`config.mk`:
```
export PLATFORM = sky130hd
export DESIGN_NAME = xlate_seq
export DESIGN_NICKNAME = d
export VERILOG_FILES = /design/src/rtl/xs_pkg.sv /design/src/rtl/xs_seg_sel.sv /design/src/rtl/xs_prot_eval.sv /design/src/rtl/xs_fault_enc.sv /design/src/rtl/xlate_seq.sv
export SDC_FILE = /design/constraint.sdc
export NUM_CORES = 1
export LEC_CHECK = 0
export BUFFER_PORTS_ARGS = -buffer_cell sky130_fd_sc_hd__buf_2
export CELL_PAD_IN_SITES_DETAIL_PLACEMENT = 1
export CELL_PAD_IN_SITES_GLOBAL_PLACEMENT = 1
export CORE_AREA = 3 3 322 324
export CTS_BUF_LIST = sky130_fd_sc_hd__clkbuf_8
export DETAILED_ROUTE_END_ITERATION = 8
export DIE_AREA = 0 0 325 327
export PLACE_DENSITY_LB_ADDON = 0.1
export SLEW_MARGIN = 20
export SYNTH_ARGS = -nofsm -noshare
export SYNTH_HDL_FRONTEND = slang
export SYNTH_SLANG_ARGS = --single-unit
```
`constraint.sdc`:
```
create_clock -name clk -period 9.9 [get_ports clk]
set_clock_uncertainty 0.05 [all_clocks]
set_input_delay 2.97 -clock clk [delete_from_list [all_inputs] [get_ports clk]]
set_output_delay 2.97 -clock clk [all_outputs]
set_load 0.01 [all_outputs]
```
`src/rtl/xs_pkg.sv`:
```
package xs_pkg;
  localparam int XLEN    = 32;
  localparam int PG_BITS = 12;
  localparam int SR_T    = 31;
  localparam int SR_KS   = 30;
  localparam int SR_KP   = 29;
  localparam int SR_NX   = 28;

  typedef enum logic [1:0] {ACC_FETCH = 2'd0, ACC_LOAD = 2'd1, ACC_STORE = 2'd2, ACC_LOAD2 = 2'd3} acc_e;
  typedef enum logic [1:0] {EXC_NONE = 2'd0, EXC_INST = 2'd1, EXC_DATA = 2'd2, EXC_ALIGN = 2'd3} exc_e;
  typedef enum logic [2:0] {DS_INT = 3'd0, DS_FLOAT = 3'd1, DS_RESV = 3'd2, DS_CACHE = 3'd3, DS_EXT = 3'd4} dscls_e;
  typedef enum logic [2:0] {FC_NONE, FC_NOEXEC, FC_MISS, FC_PROT, FC_ALIGN, FC_RESV, FC_EXTCTL} fcause_e;

  // prot = {x, w, r}
  function automatic logic acc_permitted(input logic [2:0] p, input logic [1:0] acc);
    case (acc)
      ACC_FETCH: acc_permitted = p[2];
      ACC_STORE: acc_permitted = p[1];
      default:   acc_permitted = p[0];
    endcase
  endfunction
endpackage

```
`src/rtl/xs_seg_sel.sv`:
```
module xs_seg_sel #(
  parameter int XLEN = 32,
  parameter int SEGS = 16,
  localparam int SEL_W  = $clog2(SEGS),
  localparam int VSID_W = XLEN - 4
) (
  input  logic [SEGS*XLEN-1:0] seg_regs,
  input  logic [XLEN-1:0]      ea,
  input  logic                 user,
  output logic                 dstore,
  output logic                 noexec,
  output logic                 key,
  output logic [VSID_W-1:0]    vsid
);
  logic [SEL_W-1:0] idx;
  logic [XLEN-1:0]  sr;

  assign idx    = ea[XLEN-1 -: SEL_W];
  assign sr     = seg_regs[idx*XLEN +: XLEN];
  assign dstore = sr[XLEN-1];
  assign key    = user ? sr[XLEN-3] : sr[XLEN-2];
  assign noexec = sr[XLEN-4];
  assign vsid   = sr[VSID_W-1:0];
endmodule

```
`src/rtl/xs_prot_eval.sv`:
```
module xs_prot_eval (
  input  logic       key,
  input  logic [1:0] pp,
  input  logic       noexec,
  output logic [2:0] prot
);
  logic rd, wr;

  always_comb begin
    if (!key) begin
      rd = 1'b1;
      wr = (pp != 2'd3);
    end else begin
      rd = (pp != 2'd0);
      wr = (pp == 2'd2);
    end
    prot = {rd & ~noexec, wr, rd};
  end
endmodule

```
`src/rtl/xs_fault_enc.sv`:
```
module xs_fault_enc
  import xs_pkg::*;
#(
  parameter int XLEN = 32
) (
  input  fcause_e         cause,
  input  logic [1:0]      acc,
  output exc_e            exc,
  output logic [XLEN-1:0] err_code,
  output logic [XLEN-1:0] dstat,
  output logic            dar_we,
  output logic            dstat_we
);
  localparam logic [XLEN-1:0] C_NOEXEC = XLEN'(32'h1000_0000);
  localparam logic [XLEN-1:0] C_MISS   = XLEN'(32'h4000_0000);
  localparam logic [XLEN-1:0] C_PROT   = XLEN'(32'h0800_0000);
  localparam logic [XLEN-1:0] C_RESV   = XLEN'(32'h0400_0000);
  localparam logic [XLEN-1:0] C_EXTC   = XLEN'(32'h0410_0000);
  localparam logic [XLEN-1:0] C_STORE  = XLEN'(32'h0200_0000);

  logic is_fetch, is_store;
  assign is_fetch = (acc == ACC_FETCH);
  assign is_store = (acc == ACC_STORE);

  always_comb begin
    exc      = EXC_NONE;
    err_code = '0;
    dstat    = '0;
    dar_we   = 1'b0;
    dstat_we = 1'b0;
    unique case (cause)
      FC_NONE: ;
      FC_ALIGN: begin
        exc    = EXC_ALIGN;
        dar_we = 1'b1;
      end
      FC_NOEXEC: begin
        exc      = EXC_INST;
        err_code = C_NOEXEC;
      end
      default: begin
        if (is_fetch && (cause == FC_MISS || cause == FC_PROT)) begin
          exc      = EXC_INST;
          err_code = (cause == FC_MISS) ? C_MISS : C_PROT;
        end else begin
          exc      = EXC_DATA;
          dar_we   = 1'b1;
          dstat_we = 1'b1;
          case (cause)
            FC_MISS:  dstat = C_MISS;
            FC_PROT:  dstat = C_PROT;
            FC_RESV:  dstat = C_RESV;
            default:  dstat = C_EXTC;
          endcase
          if (is_store) dstat = dstat | C_STORE;
        end
      end
    endcase
  end
endmodule

```
`src/rtl/xlate_seq.sv`:
```
module xlate_seq
  import xs_pkg::*;
#(
  parameter int XLEN    = 32,
  parameter int SEGS    = 16,
  parameter int PG_BITS = 12,
  localparam int VSID_W = XLEN - 4,
  localparam int SEL_W  = $clog2(SEGS),
  localparam int PIDX_W = XLEN - SEL_W - PG_BITS,
  localparam int RPN_W  = XLEN - PG_BITS
) (
  input  logic                 clk,
  input  logic                 rst,
  input  logic                 req_valid,
  output logic                 req_ready,
  input  logic [XLEN-1:0]      req_ea,
  input  logic [1:0]           req_acc,
  input  logic                 req_user,
  input  logic                 req_real,
  input  logic [2:0]           req_dscls,
  input  logic [SEGS*XLEN-1:0] seg_regs,
  output logic                 bm_start,
  output logic [XLEN-1:0]      bm_ea,
  output logic                 bm_fetch,
  output logic                 bm_user,
  input  logic                 bm_done,
  input  logic                 bm_hit,
  input  logic [XLEN-1:0]      bm_pa,
  input  logic [2:0]           bm_prot,
  output logic                 pt_start,
  output logic [VSID_W-1:0]    pt_vsid,
  output logic [PIDX_W-1:0]    pt_pidx,
  input  logic                 pt_done,
  input  logic                 pt_hit,
  input  logic [1:0]           pt_pp,
  input  logic [RPN_W-1:0]     pt_rpn,
  output logic                 done,
  output logic                 ok,
  output logic [XLEN-1:0]      pa,
  output logic [2:0]           prot,
  output logic [1:0]           exc,
  output logic [XLEN-1:0]      err_code,
  output logic [XLEN-1:0]      dar,
  output logic [XLEN-1:0]      dsisr
);
  typedef enum logic [2:0] {ST_IDLE, ST_ROUTE, ST_BLK, ST_SEG, ST_WALK} st_e;

  st_e             state;
  logic [XLEN-1:0] ea_q;
  logic [1:0]      acc_q;
  logic            user_q, real_q;
  logic [2:0]      cls_q;

  logic              s_ds, s_nx, s_key;
  logic [VSID_W-1:0] s_vsid;
  logic [2:0]        pg_prot;

  logic              fin, r_ok;
  logic [XLEN-1:0]   r_pa;
  logic [2:0]        r_prot;
  fcause_e           r_cause;
  exc_e              e_exc;
  logic [XLEN-1:0]   e_err, e_dstat;
  logic              e_dar_we, e_dstat_we;
  logic              is_fetch;

  xs_seg_sel #(.XLEN(XLEN), .SEGS(SEGS)) i_seg (
    .seg_regs(seg_regs), .ea(ea_q), .user(user_q),
    .dstore(s_ds), .noexec(s_nx), .key(s_key), .vsid(s_vsid)
  );

  xs_prot_eval i_prot (
    .key(s_key), .pp(pt_pp), .noexec(s_nx), .prot(pg_prot)
  );

  xs_fault_enc #(.XLEN(XLEN)) i_enc (
    .cause(r_cause), .acc(acc_q), .exc(e_exc), .err_code(e_err),
    .dstat(e_dstat), .dar_we(e_dar_we), .dstat_we(e_dstat_we)
  );

  assign req_ready = (state == ST_IDLE);
  assign bm_ea     = ea_q;
  assign bm_fetch  = (acc_q == ACC_FETCH);
  assign bm_user   = user_q;
  assign is_fetch  = (acc_q == ACC_FETCH);

  // Result selection for the step the sequencer is in
  always_comb begin
    fin     = 1'b0;
    r_ok    = 1'b0;
    r_pa    = '0;
    r_prot  = '0;
    r_cause = FC_NONE;
    case (state)
      ST_ROUTE: if (real_q) begin
        fin = 1'b1; r_ok = 1'b1; r_pa = ea_q; r_prot = 3'b111;
      end
      ST_BLK: if (bm_done && bm_hit) begin
        fin = 1'b1;
        if (acc_permitted(bm_prot, acc_q)) begin
          r_ok = 1'b1; r_pa = bm_pa; r_prot = bm_prot;
        end else begin
          r_cause = FC_PROT;
        end
      end
      ST_SEG: begin
        if (s_ds) begin
          fin = 1'b1;
          if (is_fetch) r_cause = FC_NOEXEC;
          else begin
            case (cls_q)
              DS_FLOAT: r_cause = FC_ALIGN;
              DS_RESV:  r_cause = FC_RESV;
              DS_EXT:   r_cause = FC_EXTCTL;
              DS_CACHE: begin r_ok = 1'b1; r_pa = ea_q; end
              default: begin
                if (acc_permitted({1'b0, s_key, 1'b1}, acc_q)) begin
                  r_ok = 1'b1; r_pa = ea_q; r_prot = {1'b0, s_key, 1'b1};
                end else begin
                  r_cause = FC_PROT;
                end
              end
            endcase
          end
        end else if (is_fetch && s_nx) begin
          fin = 1'b1; r_cause = FC_NOEXEC;
        end
      end
      ST_WALK: if (pt_done) begin
        fin = 1'b1;
        if (!pt_hit) r_cause = FC_MISS;
        else if (acc_permitted(pg_prot, acc_q)) begin
          r_ok = 1'b1; r_pa = {pt_rpn, ea_q[PG_BITS-1:0]}; r_prot = pg_prot;
        end else begin
          r_cause = FC_PROT;
        end
      end
      default: ;
    endcase
  end

  always_ff @(posedge clk) begin
    if (rst) begin
      state    <= ST_IDLE;
      ea_q     <= '0;
      acc_q    <= '0;
      user_q   <= 1'b0;
      real_q   <= 1'b0;
      cls_q    <= '0;
      bm_start <= 1'b0;
      pt_start <= 1'b0;
      pt_vsid  <= '0;
      pt_pidx  <= '0;
      done     <= 1'b0;
      ok       <= 1'b0;
      pa       <= '0;
      prot     <= '0;
      exc      <= '0;
      err_code <= '0;
      dar      <= '0;
      dsisr    <= '0;
    end else begin
      done     <= 1'b0;
      bm_start <= 1'b0;
      pt_start <= 1'b0;
      case (state)
        ST_IDLE: if (req_valid) begin
          ea_q   <= req_ea;
          acc_q  <= req_acc;
          user_q <= req_user;
          real_q <= req_real;
          cls_q  <= req_dscls;
          state  <= ST_ROUTE;
        end
        ST_ROUTE: if (!real_q) begin
          bm_start <= 1'b1;
          state    <= ST_BLK;
        end
        ST_BLK: if (bm_done && !bm_hit) state <= ST_SEG;
        ST_SEG: if (!fin) begin
          pt_start <= 1'b1;
          pt_vsid  <= s_vsid;
          pt_pidx  <= ea_q[PG_BITS +: PIDX_W];
          state    <= ST_WALK;
        end
        default: ;
      endcase
      if (fin) begin
        state    <= ST_IDLE;
        done     <= 1'b1;
        ok       <= r_ok;
        pa       <= r_pa;
        prot     <= r_prot;
        exc      <= e_exc;
        err_code <= e_err;
        if (e_dar_we)   dar   <= ea_q;
        if (e_dstat_we) dsisr <= e_dstat;
      end
    end
  end
endmodule

```
**Word level (Yosys, flattened, before mapping)**

Cells that the tools add are included.

- Equality and inequality tests: 19
- Shifts and indexed selects: 1
- Mux-type cells: 83
- Bitwise gates (word level): 5
- Reductions and logical operators: 24

Operators by type and width:

| kind | number |
|---|---|
| $shiftx A512 B10 Y32 | 1 |
| $mux W32 | 11 |
| $pmux W32 S2 | 2 |
| $pmux W32 S4 | 1 |
| $pmux W31 S3 | 1 |
| $mux W31 | 2 |
| $pmux W3 S4 | 3 |
| $mux W3 | 11 |
| $mux W1 | 32 |
| $mux W26 | 1 |
| $mux W2 | 11 |
| $eq A3 B2 Y1 const B | 6 |
| $eq A3 B3 Y1 const B | 4 |
| $reduce_or A2 Y1 | 5 |
| $eq A3 B1 Y1 const B | 3 |
| $pmux W3 S3 | 1 |
| $ne A2 B2 Y1 const B | 4 |
| $pmux W1 S2 | 4 |
| $pmux W1 S4 | 2 |
| $reduce_and A2 Y1 | 4 |
| $logic_not A3 Y1 | 2 |
| $pmux W2 S3 | 1 |
| $reduce_or A3 Y1 | 2 |
| $eq A2 B2 Y1 const B | 2 |
| 10 further kinds | 16 |

- Flip-flop bits (word level): 223
- Input port bits: 615
- Output and inout bits: 216
- Word-level logic and storage cells: 150

**Depth between registers and ports, before layout**

Gate-level depths: netlist of the first run.

- Depth after elaboration: 18
- Gate-level depth with buffers: 13
- Mapped depth without buffers: 9

**Modules after synthesis**

A second synthesis of the first run with hierarchy kept.

- Cell total of the unflattened synthesis: 1345
- Area total of the unflattened synthesis: 12814.8 um2

Modules (own cells, without submodules):

| module | times used | cells an instance | area each (um2) | sequential area each (um2) |
|---|---|---|---|---|
| xlate_seq | 1 | 1037 | 8343.0 | 4464.3 |
| xs_seg_sel | 1 | 226 | 3878.7 | 0.0 |
| xs_fault_enc | 1 | 77 | 545.5 | 0.0 |
| xs_prot_eval | 1 | 5 | 47.5 | 0.0 |

**Worst setup path after synthesis of the first run**

No wires, ideal clock.

- Path kind: input to register
- Start point: in seg_regs[444]
- End point: reg dsisr[25]
- Setup time: 123 ps
- Arrival time: 5109 ps
- Data required time: 9727 ps
- Slack: 4617 ps
- Stages: 8
- Path buffers: 0
- Cell sequence: mux4_2 mux4_2 nand2_1 nand2_1 o21a_1 o32a_4 a21o_1 mux2_1

- Word-level cells in the longest chain between the ends: 17
- Elaborated cells between the ends (all ways): 30
- Classes of those cells: 4 x eq/ne; 1 x shift; 17 x mux; 2 x bitwise; 6 x reduce/logical

Ends and longest elaborated chain:

| element | line | source |
|---|---|---|
| start, declared | xlate_seq.sv:21 | `input logic [SEGS*XLEN-1:0] seg_regs,` |
| $shiftx A512 B10 Y32 (*) | xs_seg_sel.sv:19 | `assign sr = seg_regs[idx*XLEN +: XLEN];` |
| $not A1 Y1 | xs_prot_eval.sv:17 | `prot = {rd & ~noexec, wr, rd};` |
| $and A1 B1 Y1 | xs_prot_eval.sv:17 |  |
| $pmux W1 S2 | xs_pkg.sv:16 | `case (acc)` |
| $mux W1 | xlate_seq.sv:131 | `if (!pt_hit) r_cause = FC_MISS;` |
| $mux W1 | xlate_seq.sv:129 | `ST_WALK: if (pt_done) begin` |
| $mux W1 | xlate_seq.sv:94 | `case (state)` |
| $mux W2 | xlate_seq.sv:132 | `else if (acc_permitted(pg_prot, acc_q)) begin` |
| $mux W2 | xlate_seq.sv:131 |  |
| $mux W2 | xlate_seq.sv:129 |  |
| $pmux W3 S3 | xlate_seq.sv:94 |  |
| $eq A3 B2 Y1 | xs_fault_enc.sv:42 | `if (is_fetch && (cause == FC_MISS \|\| cause == FC_PROT)) begin` |
| $logic_or A1 B1 Y1 | xs_fault_enc.sv:42 |  |
| $logic_and A1 B1 Y1 | xs_fault_enc.sv:42 |  |
| $mux W1 | xs_fault_enc.sv:42 |  |
| $mux W1 | xs_fault_enc.sv:31 | `unique case (cause)` |
| $reduce_and A2 Y1 (no source line) | - |  |
| end signal, assigned | xlate_seq.sv:197 | `if (e_dstat_we) dsisr <= e_dstat;` |
| end, declared | xlate_seq.sv:44 | `output logic [XLEN-1:0] dsisr` |

Mark *: on every way between the ends. The rest lies on a longest branch, timed or not. The select of a mux whose other input is x is not followed.
A chain may end at the register's enable or synchronous reset.

**Worst setup path after layout of the first run**

- Start point: in seg_regs[380]
- End point: reg pt_vsid[18]

- Word-level cells in the longest chain between the ends: 7

Ends and longest elaborated chain:

| element | line | source |
|---|---|---|
| $shiftx A512 B10 Y32 | xs_seg_sel.sv:19 |  |
| $logic_and A1 B1 Y1 | xlate_seq.sv:125 | `end else if (is_fetch && s_nx) begin` |
| $mux W1 | xlate_seq.sv:125 |  |
| $mux W1 | xlate_seq.sv:107 | `if (s_ds) begin` |
| $pmux W1 S4 | xlate_seq.sv:94 |  |
| $not A1 Y1 (no source line) | - |  |
| $reduce_and A2 Y1 (no source line) | - |  |
| end signal, assigned | xlate_seq.sv:182 | `pt_vsid <= s_vsid;` |
| end, declared | xlate_seq.sv:31 | `output logic [VSID_W-1:0] pt_vsid,` |

Every way passes these cells.

==> run summary, run 1 <==
The run finished with clean final reports. The pre-CTS setup slack came out at 3.05 ns. For this run, the leading register cell type out of synthesis is sky130_fd_sc_hd__dfxtp_1. The slew of the pin with the lowest slew margin is 1.08 ns. The synthesized netlist contains 54 unique library cells. The total iterations of the first detailed-routing run came out at 6. After floorplanning, the core was divided into 117 placement rows. The die span in x is around 330 um. The final count of hold timing violations is 0. After the last flow step, the layout net total stands at between 2000 and 2500. The worst setup path is captured at a register. The routed layout has 12400 vias. In this run the worst hold path is classified as register to register. The largest fanout on the critical path came out at 31.

The ratio of total power to cell area is ~120 nW/um2. TritonCTS built the clock tree. The register-to-register setup slack came out at 5.20 ns. The share of the clock period used by the worst path is between 60% and 70%.

The number of synthesized register bits is around 170. The pin count of the biggest net entering global routing is 71. The number of port buffers came out at about 770. The placed wire-length estimate after detailed placement is between 70000 and 80000 um. The total length of routed wires came out at around 90000 um. The aggregate global-route resource usage came out at 16.1%. Dividing the detail-routed via count by the number of cells gives 3.88. The residual DRC count is 0. The critical path is of the primary input to register type.

CTS built an H-tree with a depth of 4. The reported leakage power is 6.75 nW. The portion of the post-synthesis area used by sequential elements is 30.9%. The number of global-route vias before repair came out at about 13000. The die is 327 um tall. The starting DRC count in detailed routing is 653. The antenna violation net count after detailed routing is 0. The number of hold buffers added after cts came out at 0. The worst hold slack across all endpoints came out at 0.408 ns. The CTS sink count is 167. In this run the standard cell core region covers around 100000 um2. Clock tree synthesis selected as its root buffer the cell sky130_fd_sc_hd__clkbuf_8. The number of violations of the max-capacitance limit came out at 0. The setup slack after layout is 3.77 ns. The worst ir drop on vdd is 0.0897 mV. Compared with the post-synthesis result, the final layout area differs by 52.3%.

By area the synthesized netlist is led by sky130_fd_sc_hd__mux4_2, sky130_fd_sc_hd__dfxtp_1, sky130_fd_sc_hd__nand2_1, sky130_fd_sc_hd__a21oi_1, sky130_fd_sc_hd__buf_4. The number of max-slew violations in the final report is 0. The routed wirelength normalized by instance count came out at approximately 28 um. The area of all placed cells without fillers came out at 16500 um2. The total congestion overflow came out at 0. The count of synthesis-stage warnings from yosys came out at 0. The die covers 106000 um2. The post-cts repair resize count came out at 0. The mean cell area of the mapped netlist came out at 10.1 um2. In this run the post-CTS setup repair buffer count came out at 0.

The maximum count of clock buffers along a single path is 2. The placed cell area came out at 15900 um2. The startpoint class of the critical path is a primary input.

The first-pass GRT wire length is about 120000 um. The required time of the critical path is 10.32 ns. The synthesized instance count is 1074.

Of all cell types, the one taking the most synthesized area is sky130_fd_sc_hd__mux4_2. The fraction of synthesized cell area taken by the top area cell type came out at 31.0%. The layout has about 12000 filler cells. Setup repair after global routing left no endpoint under its margin.

The post-synth design cell area came out at 10800 um2. The post-layout minimum cycle time is 6.13 ns. The number of I/O pins came out at 831. STA puts the critical path data arrival time at 6.55 ns.

The routability congestion estimate from global placement came out at 0.912. The relative max-transition margin is 27.8%. The total of endpoints with negative setup slack in the final report came out at 0. After clock tree synthesis, the clock-pin slew on the worst setup and hold paths is ~0.1 ns.

The share of flip-flops with an asynchronous set or reset after synthesis came out at 0%. Setup total negative slack on the finished layout was measured at 0 ns. The clock reaches the later pin of the worst-skew pair after 0.55 ns. The fraction of final layout cells with drive strength greater than 1 came out at ~55%. The initial antenna violation count is a little over 100.

The number of synthesized flops with an enable pin came out at 0. The achievable frequency is 163 MHz. Once the floorplan was initialized, standard cells occupied roughly a tenth of the core. The number of clock buffers added by TritonCTS is 17.
## flip-flops by register name, indices dropped and copies added, names as in the netlist, 2 cells and up
register	count
err_code	3
state	3
pa	32
cls_q	3
bm_ea	32
dsisr	5
dar	32
pt_vsid	28
pt_pidx	16
prot	3
exc	2
acc_q	2
## path summary, 6_finish.rpt
check,start,to,cells after the start
min,pt_pidx[12],pt_pidx[12],2
max,seg_regs[380],pt_vsid[18],11
min reg2reg,pt_pidx[12],pt_pidx[12],2
max reg2reg,bm_ea[29],dsisr[25],10
## worst max-delay path, cell delays in order
cell and delay, ns:
sky130_fd_sc_hd__buf_2 0.11, sky130_fd_sc_hd__mux4_2 0.45, sky130_fd_sc_hd__mux4_2 0.54, sky130_fd_sc_hd__nand2_1 0.14, sky130_fd_sc_hd__a21oi_1 0.13, sky130_fd_sc_hd__nor4_4 0.28, sky130_fd_sc_hd__buf_4 0.43, sky130_fd_sc_hd__nor2b_4 0.72
sky130_fd_sc_hd__buf_4 0.45, sky130_fd_sc_hd__nand2_1 0.12, sky130_fd_sc_hd__a21oi_1 0.13
## area by class of cell
cell class	count	area (um2)	share of cell area [%]
clock inverters	14	213	1.29
multi-input cells	793	6820	41.4
clock buffers	18	248	1.51
flip-flops and latches	167	3360	20.4
well taps	1368	1710	10.4
diodes	20	50.0	0.304
inverters	11	41.3	0.251
repair buffers	793	4020	24.4
## cells by family (layout without fill, tap and decap cells)
kind of cell           Yosys count  after routing  share of synthesized area [%]
other                            1             76                         0.0347
multiplexers                   170            170                           33.0
XOR/XNOR                         2              2                          0.162
flip-flops                     167            167                           30.9
AND/OR/NAND/NOR                298            298                           12.4
buffers and inverters          169            836                           8.44
AO/OA/AOI/OAI                  267            267                           15.0
## through the flow
step	util, %	total power, mW	instances
after global routing	16.2	2.12	3167
final	16.2	1.99	3184
after detailed placement	15.7	1.40	3132
after global placement	15.7	1.40	3132
after CTS	16.2	2.07	3164
after floorplan	-	1.09	1129
## power by group
part           total [mW]  internal [mW]  switching [mW]
clock               0.624          0.289           0.335
combinational       0.618          0.298           0.320
sequential          0.747          0.698          0.0492
## cell usage after synthesis, types with 2 or more instances
master                     count
sky130_fd_sc_hd__dfxtp_1     167
sky130_fd_sc_hd__a31oi_1       2
sky130_fd_sc_hd__buf_2        21
sky130_fd_sc_hd__or2_2         4
sky130_fd_sc_hd__o31ai_1       2
sky130_fd_sc_hd__o22ai_1       2
sky130_fd_sc_hd__a21o_1        2
sky130_fd_sc_hd__clkbuf_1     59
sky130_fd_sc_hd__a21oi_1     127
sky130_fd_sc_hd__o21ai_1       9
sky130_fd_sc_hd__nor2b_1      10
sky130_fd_sc_hd__xnor2_1       2
sky130_fd_sc_hd__nor3_1        7
sky130_fd_sc_hd__nand2b_1      7
sky130_fd_sc_hd__buf_1        14
sky130_fd_sc_hd__nand3_1       4
sky130_fd_sc_hd__mux4_2      149
sky130_fd_sc_hd__a22oi_1      36
sky130_fd_sc_hd__nand3b_1     32
sky130_fd_sc_hd__mux2i_1      20
sky130_fd_sc_hd__a211oi_1      3
sky130_fd_sc_hd__o21ai_0      46
sky130_fd_sc_hd__and2_1        2
sky130_fd_sc_hd__a221oi_1     10
sky130_fd_sc_hd__buf_4        61
sky130_fd_sc_hd__nor2_1       30
sky130_fd_sc_hd__o21a_1        2
sky130_fd_sc_hd__a222oi_1     12
sky130_fd_sc_hd__inv_1        11
sky130_fd_sc_hd__buf_6         3
sky130_fd_sc_hd__nand2_1     195
## metal layers
metal	part of all wire (%)	up-vias	GRT usage (%)
li1	-	5387	-
met4	1.7	16	2.66
met1	38	6151	17.5
met3	6.6	166	4.78
met2	54	646	31.1
met5	0.10	-	0
## placed cells by master, fill, tap and decap left out, drive strengths merged, types with 2 or more instances in the layout
master     n
buf      793
nand2    195
dfxtp    167
mux4     149
a21oi    127
conb      56
o21ai     55
a22oi     36
nand3b    32
nor2      30
diode     20
mux2i     20
clkbuf    18
inv       18
a222oi    12
a221oi    10
nor2b     10
nand2b     7
nor3       7
nand3      5
or2        4
bufinv     4
a211oi     3
clkinv     3
o22ai      2
a21o       2
xnor2      2
a31oi      2
o31ai      2
nor4       2
and2       2
a2111oi    2
o21a       2
(Power assumes the default switching activity.)
==> run 2, diff against run 1 <==
ABC_AREA = 1   (was unset)
clock period = 5.3 ns   (was 9.9 ns; I/O delays follow)
==> run summary, run 2 <==
The initial standard-cell utilization of the core is 11.0% (+0.38 points). The post-synth design cell area is 11200 um2 (+3.6%). The storage element area came out at 3360 um2 (unchanged). The routability congestion estimate from global placement came out at 0.863 (-5.5%). The clock tree root buffer cell is sky130_fd_sc_hd__clkbuf_8. The CTS H-tree depth came out at 4 (unchanged). The pin count of the biggest net entering global routing is 111 (+56%). The most used flip-flop cell after synthesis is sky130_fd_sc_hd__dfxtp_1. The area of all placed cells without fillers is 16600 um2 (+0.98%). The setup slack after layout is 1.81 ns (-1.97 ns). The number of max-slew violations in the final report is 0 (unchanged).

Among all stages on the critical path, the largest delay is contributed by sky130_fd_sc_hd__buf_4. The worst ir drop on vdd came to 0.159 mV (+77%). The maximum count of clock buffers along a single path came to 2 (unchanged). The total iterations of the first detailed-routing run is 5 (-1). The count of synthesis-stage warnings from yosys is 0 (unchanged).

The number of I/O pins is 831 (unchanged). The signal arrival time at the worst endpoint was 3.91 ns (-2.64 ns). The die span in x is 325 um (unchanged). The CTS clock-pin slew for the worst setup and hold paths came out at 0.10 ns (about the same). The CTS sink count came out at 167 (unchanged). The number of non-filler instances in the completed layout came to 3824 (+20%). The number of distinct library cells after synthesis came out at 34 (-37%). The number of synthesized flops with an enable pin was 0 (unchanged).

Sorting the synthesized cells by how often they occur yields sky130_fd_sc_hd__o21ai_0, sky130_fd_sc_hd__nor2_1, sky130_fd_sc_hd__nand2_1, sky130_fd_sc_hd__dfxtp_1, sky130_fd_sc_hd__clkbuf_1. The relative max-transition margin came to 38.7% (+11 points). The multi-input logic area came to 6700 um2 (-1.7%). The number of global-route vias before repair was 16800 (+26%). The latest clock arrival within the worst-skew pair is 0.56 ns (about the same). Setup repair after global routing left no endpoint under its margin. The largest stage delay on the critical path is 0.45 ns (-0.27 ns). The post-cts repair resize count is 0 (unchanged). The total of endpoints with negative setup slack in the final report was 0 (unchanged).

The placed cell area is 16100 um2 (+1.1%). By instance count, the cell type seen most on the critical path is sky130_fd_sc_hd__nand2_1. The number of filler instances in the final layout is 12700 (+5.0%). The die span in y is 327 um (unchanged). The required time of the critical path is 5.72 ns (-4.60 ns). The final count of hold timing violations is 0 (unchanged). The most area-hungry cell type in the Yosys netlist is sky130_fd_sc_hd__dfxtp_1. In this run the worst hold path is classified as register to register. The standard-cell row count came out at 117 (unchanged). The total congestion overflow was 0 (unchanged).

The largest fanout on the critical path is 57 (+84%). The reported leakage power is 7.52 nW (+12%). The initial antenna violation count is 50 (-51%).

The run finished with clean final reports. The number of hold buffers added after cts is 0 (unchanged). The total length of routed wires is 90700 um (+2.5%). Leaving out fill and tap cells, the most frequent cell in the layout is sky130_fd_sc_hd__buf_2. The share of flip-flops with an asynchronous set or reset after synthesis is 0% (unchanged). The core area came to 101000 um2 (unchanged). The pre-CTS setup slack came to 1.18 ns (-1.87 ns).

The number of violations of the max-capacitance limit is 0 (unchanged). The portion of the post-synthesis area used by sequential elements came to 29.9% (-1.1 points). The placed wire-length estimate after detailed placement came out at 72100 um (-2.6%). The number of synthesized register bits came to 167 (unchanged). The synthesized instance count is 1761 (+64%). The endpoint kind of the worst setup timing path is a register.

The antenna violation net count after detailed routing came out at 0 (unchanged). The critical path is of the primary input to register type. The total power of the final layout came out at 6.11 mW (+210%). The number of port buffers is 774 (unchanged). The residual DRC count is 0 (unchanged).

The starting DRC count in detailed routing is 707 (+8.3%). The first-pass GRT wire length is 126000 um (+6.8%). The total number of vias came out at 15600 (+26%).

The post-layout minimum cycle time came out at 3.49 ns. The achievable frequency is 286 MHz. Leaving out fill and tap cells, the most frequent cells in the layout are sky130_fd_sc_hd__buf_2, sky130_fd_sc_hd__o21ai_0, sky130_fd_sc_hd__nor2_1. The number of buffers inserted to repair setup after CTS came out at 0 (unchanged). The total die area is 106000 um2 (unchanged). The fraction of final layout cells with drive strength greater than 1 came out at 35.5% (-20 points). The fraction of synthesized cell area taken by the top area cell type was 29.9% (-1.2 points). The signed area change from the synthesized netlist to the final layout is 48.5%. The share of the clock period used by the worst path came out at 65.9%. The slew of the pin with the lowest slew margin is 0.915 ns (-0.167 ns). The aggregate global-route resource usage is 16.4% (+0.29 points). The clock buffer count from CTS is 17 (unchanged).

The critical path goes through buf_2 > o211ai_1 > o211ai_1 > nand3_1 > nand2_1 > nand3_1 > nand2_1 > inv_1 > nand2_1 > inv_2 > nand2_1 > clkinv_2 > buf_4 > o21ai_0 > a31oi_1. The final net count came out at 3037 (+27%). TritonCTS built the clock tree.

The routed wirelength normalized by instance count came to 23.7 um (-15%). STA classifies the critical path startpoint as a primary input. The final-layout setup total negative slack is 0 ns (unchanged). The number of cells in the design after placement is 3771 (+20%).

The per-cell via count in the routed design came out at 4.07 (+4.8%). The ratio of total power to cell area is 367 nW/um2 (+200%). The most common cell in the synthesized netlist is sky130_fd_sc_hd__o21ai_0. By area the synthesized netlist is led by sky130_fd_sc_hd__dfxtp_1, sky130_fd_sc_hd__o21ai_0, sky130_fd_sc_hd__nor2_1, sky130_fd_sc_hd__nand2_1, sky130_fd_sc_hd__o221ai_1. The mean cell area of the mapped netlist was 6.36 um2 (-37%).
-- run 2: path summary, 6_finish.rpt --
kind                      start         end  slack, ns  cells after the start
setup reg to reg      bm_ea[28]  pt_vsid[1]       1.88                     17
setup / recovery  seg_regs[156]  pt_vsid[1]       1.81                     15
hold reg to reg          real_q    bm_start       0.39                      1
hold / removal           real_q    bm_start       0.39                      1
-- run 2: cell type report --
| cell class | count | share of cell area [%] |
|---|---|---|
| well taps | 1368 | 10.3 |
| flip-flops and latches | 167 | 20.2 |
| diodes | 22 | 0.331 |
| clock buffers | 18 | 1.49 |
| inverters | 59 | 1.42 |
| repair buffers | 803 | 24.8 |
| clock inverters | 13 | 1.12 |
| multi-input cells | 1374 | 40.3 |
-- run 2: power breakdown --
group,internal [mW],switching [mW]
clock,0.490,0.608
combinational,0.982,2.36
sequential,1.43,0.231
-- run 2: kinds of logic after synthesis --
group	after synthesis	synth area share, %
other cells	1	0.0335
simple gates	677	24.5
buf+inv	275	12.3
compound gates	641	33.4
flops	167	29.9
-- run 2: metal layers --
metal	wire [um]	vias to the layer above	track usage [%]
met2	44300	551	28.5
met4	3550	28	7.15
li1	-	7393	-
met3	6230	134	5.08
met5	182	-	0
met1	36400	7457	18.5
-- run 2: critical path: cells and delay by family --
family	cells	cell delay (ns)
buffers and inverters	5	0.80
and+or+nand+nor	6	0.67
AOI/OAI and AO/OA	4	0.78
-- run 2: stage by stage --
step / utilization, % / hold slack [ns]
CTS: 16.3 / 0.393
global route: 16.4 / 0.411
detailed placement: 15.9 / 0.377
global placement: 15.9 / 0.373
floorplan: - / 0.348
finish: 16.4 / 0.389
==> run 3, diff against run 2 <==
clock period = 3.7 ns   (was 5.3 ns; I/O delays follow)
==> run summary, run 3 (synthesis results as in run 2) <==
The core area came out at 101000 um2 (unchanged). The routed wirelength normalized by instance count is 23.3 um (-1.9%). The number of violations of the max-capacitance limit came out at 0 (unchanged). The required time of the critical path came out at 4.13 ns (-1.59 ns). The reported leakage power came out at 7.61 nW (+1.1%).

The maximum count of clock buffers along a single path is 2 (unchanged). The critical path class is register to register. The final-layout setup total negative slack came out at 0 ns (unchanged). The number of cells in the design after placement came to 3783 (+0.32%).

The startpoint identified for the worst register-to-register timing path is bm_ea[28]. The number of hold buffers added after cts was 0 (unchanged). The first-pass GRT wire length came to 125000 um (-0.97%). The residual DRC count is 0 (unchanged). The path type of the worst min-delay path is register to register.

The number of non-filler instances in the completed layout came to 3846 (+0.58%). The aggregate global-route resource usage is 16.3% (-0.17 points). The signal arrival time at the worst endpoint is 3.54 ns (-0.37 ns).

The depth of the worst register-to-register path was 7 (-10). The final core utilization came out at 16.6% (+0.19 points). TritonCTS built the clock tree.

The total length of routed wires was 89500 um (-1.3%). The register-to-register setup slack is 0.59 ns (-1.29 ns). The number of port buffers is 774 (unchanged).

The library cells used most frequently in the layout, excluding fill and tap cells, are sky130_fd_sc_hd__buf_2, sky130_fd_sc_hd__o21ai_0, sky130_fd_sc_hd__nor2_1. The CTS sink count came out at 167 (unchanged). The clock buffer count from CTS came out at 17 (unchanged).

The worst register-to-register path ends at pt_vsid[17]. The antenna violation net count after detailed routing came out at 0 (unchanged). The startpoint identified for the worst hold timing path is real_q. The starting DRC count in detailed routing came out at 727 (+2.8%).

The total iterations of the first detailed-routing run came out at 7 (+2). After layout, the worst path uses a little over four fifths of the clock period. The number of global-route vias before repair is 16900 (+0.29%). STA classifies the critical path startpoint as a register.

Setup repair after global routing left no endpoint under its margin. The worst ir drop on vdd came out at 0.218 mV (+38%). The initial antenna violation count came out at 50 (unchanged).

The fraction of final layout cells with drive strength greater than 1 came out at 35.8% (+0.32 points). The signed area change from the synthesized netlist to the final layout came out at 50.2%. The setup slack after layout was 0.589 ns (-1.22 ns). The die span in x came out at 325 um (unchanged).

The total number of vias is 15600 (+0.42%). The slew of the pin with the lowest slew margin was 1.04 ns (+0.126 ns). The per-cell via count in the routed design is 4.06 (-0.15%). The routability congestion estimate from global placement came out at 0.857 (-0.59%). The achievable frequency came out at 321 MHz. The initial standard-cell utilization of the core is 11.0% (unchanged).

The standard-cell row count came out at 117 (unchanged). The total die area came out at 106000 um2 (unchanged). The number of max-slew violations in the final report came out at 0 (unchanged). The most frequent standard cell in the layout excluding fill and tap cells is sky130_fd_sc_hd__buf_2. The relative max-transition margin is 30.5% (-8.2 points).

The path with the worst hold slack has its endpoint at bm_start. The total of endpoints with negative setup slack in the final report is 0 (unchanged). The CTS clock-pin slew for the worst setup and hold paths is 0.10 ns (about the same). The number of buffers inserted to repair setup after CTS is 0 (unchanged). The final count of hold timing violations is 0 (unchanged). The total power of the final layout is 8.75 mW (+43%).

The pin count of the biggest net entering global routing is 158 (+42%). The total congestion overflow is 0 (unchanged). The CTS H-tree depth is 4 (unchanged).

Clock tree synthesis selected as its root buffer the cell sky130_fd_sc_hd__clkbuf_8. The ratio of total power to cell area came to 521 nW/um2 (+42%). The latest clock arrival within the worst-skew pair was 0.56 ns (about the same).

The pre-CTS setup slack is 0.270 ns (-0.909 ns). STA classifies the critical path endpoint as a register. The number of I/O pins came out at 831 (unchanged).

The largest fanout on the critical path was 72 (+26%). The die span in y is 327 um (unchanged). The post-layout minimum cycle time is 3.11 ns. The post-cts repair resize count is 0 (unchanged). The final net count came to 3049 (+0.40%).

The cell count of the worst hold path came out at 1 (unchanged). The placed wire-length estimate after detailed placement came out at 71300 um (-1.1%). The run finished with clean final reports.
run 3: cell count changes in the layout (fill, tap and decap cells not counted):
cell and delta:
sky130_fd_sc_hd__bufinv_16 -1, sky130_fd_sc_hd__diode_2 +10, sky130_fd_sc_hd__clkinv_2 +1, sky130_fd_sc_hd__buf_12 +8, sky130_fd_sc_hd__inv_8 +1, sky130_fd_sc_hd__buf_4 +4
sky130_fd_sc_hd__clkinv_4 -1
run 3: where the power goes:
part | internal (mW) | switching (mW)
registers | 2.05 | 0.302
clock network | 0.637 | 0.898
logic | 1.49 | 3.37
run 3: layer usage:
metal / GRT usage, % / part of all wire (%) / wire length, um
met1: 18.1 / 40 / 35500
met2: 28.6 / 50 / 44900
met3: 5.13 / 6.9 / 6190
met4: 6.60 / 2.9 / 2640
met5: 0.498 / 0.25 / 227
run 3: stage by stage:
step | hold WS (ns) | area, um2
6_report | 0.385 | 16800
5_1_grt | 0.424 | 16800
4_1_cts | 0.389 | 16700
3_5_place_dp | 0.371 | 16300
3_3_place_gp | 0.371 | 16300
2_1_floorplan | 0.348 | 11400
run 3: area by class of cell:
cell class | count | area [um2]
multi-input cells | 1374 | 6700
repair buffers | 815 | 4320
clock inverters | 13 | 164
flip-flops and latches | 167 | 3360
inverters | 59 | 235
well taps | 1368 | 1710
fillers | 12600 | 84600
diodes | 32 | 80.1
clock buffers | 18 | 248
run 3: worst max-delay path by stage:
| stage | start | end | slack [ns] | depth (start not counted) |
|---|---|---|---|---|
| detailed placement | seg_regs[511] | dar[29] | 0.27 | 14 |
| global placement | seg_regs[511] | dar[29] | 0.29 | 14 |
| global route | bm_ea[28] | pt_vsid[17] | 0.38 | 7 |
| finish | bm_ea[28] | pt_vsid[17] | 0.59 | 7 |
| floorplan | seg_regs[190] | dar[10] | 1.05 | 17 |
| CTS | bm_ea[28] | pt_vsid[17] | 0.46 | 7 |
run 3: critical path: stages, from the launching register on:
cell                       delay, ns
sky130_fd_sc_hd__dfxtp_4        0.64
sky130_fd_sc_hd__buf_4          0.24
sky130_fd_sc_hd__buf_4          0.57
sky130_fd_sc_hd__o21ai_0        0.49
sky130_fd_sc_hd__o22ai_1        0.37
sky130_fd_sc_hd__o211ai_1       0.26
sky130_fd_sc_hd__buf_4          0.25
sky130_fd_sc_hd__a31oi_1        0.15
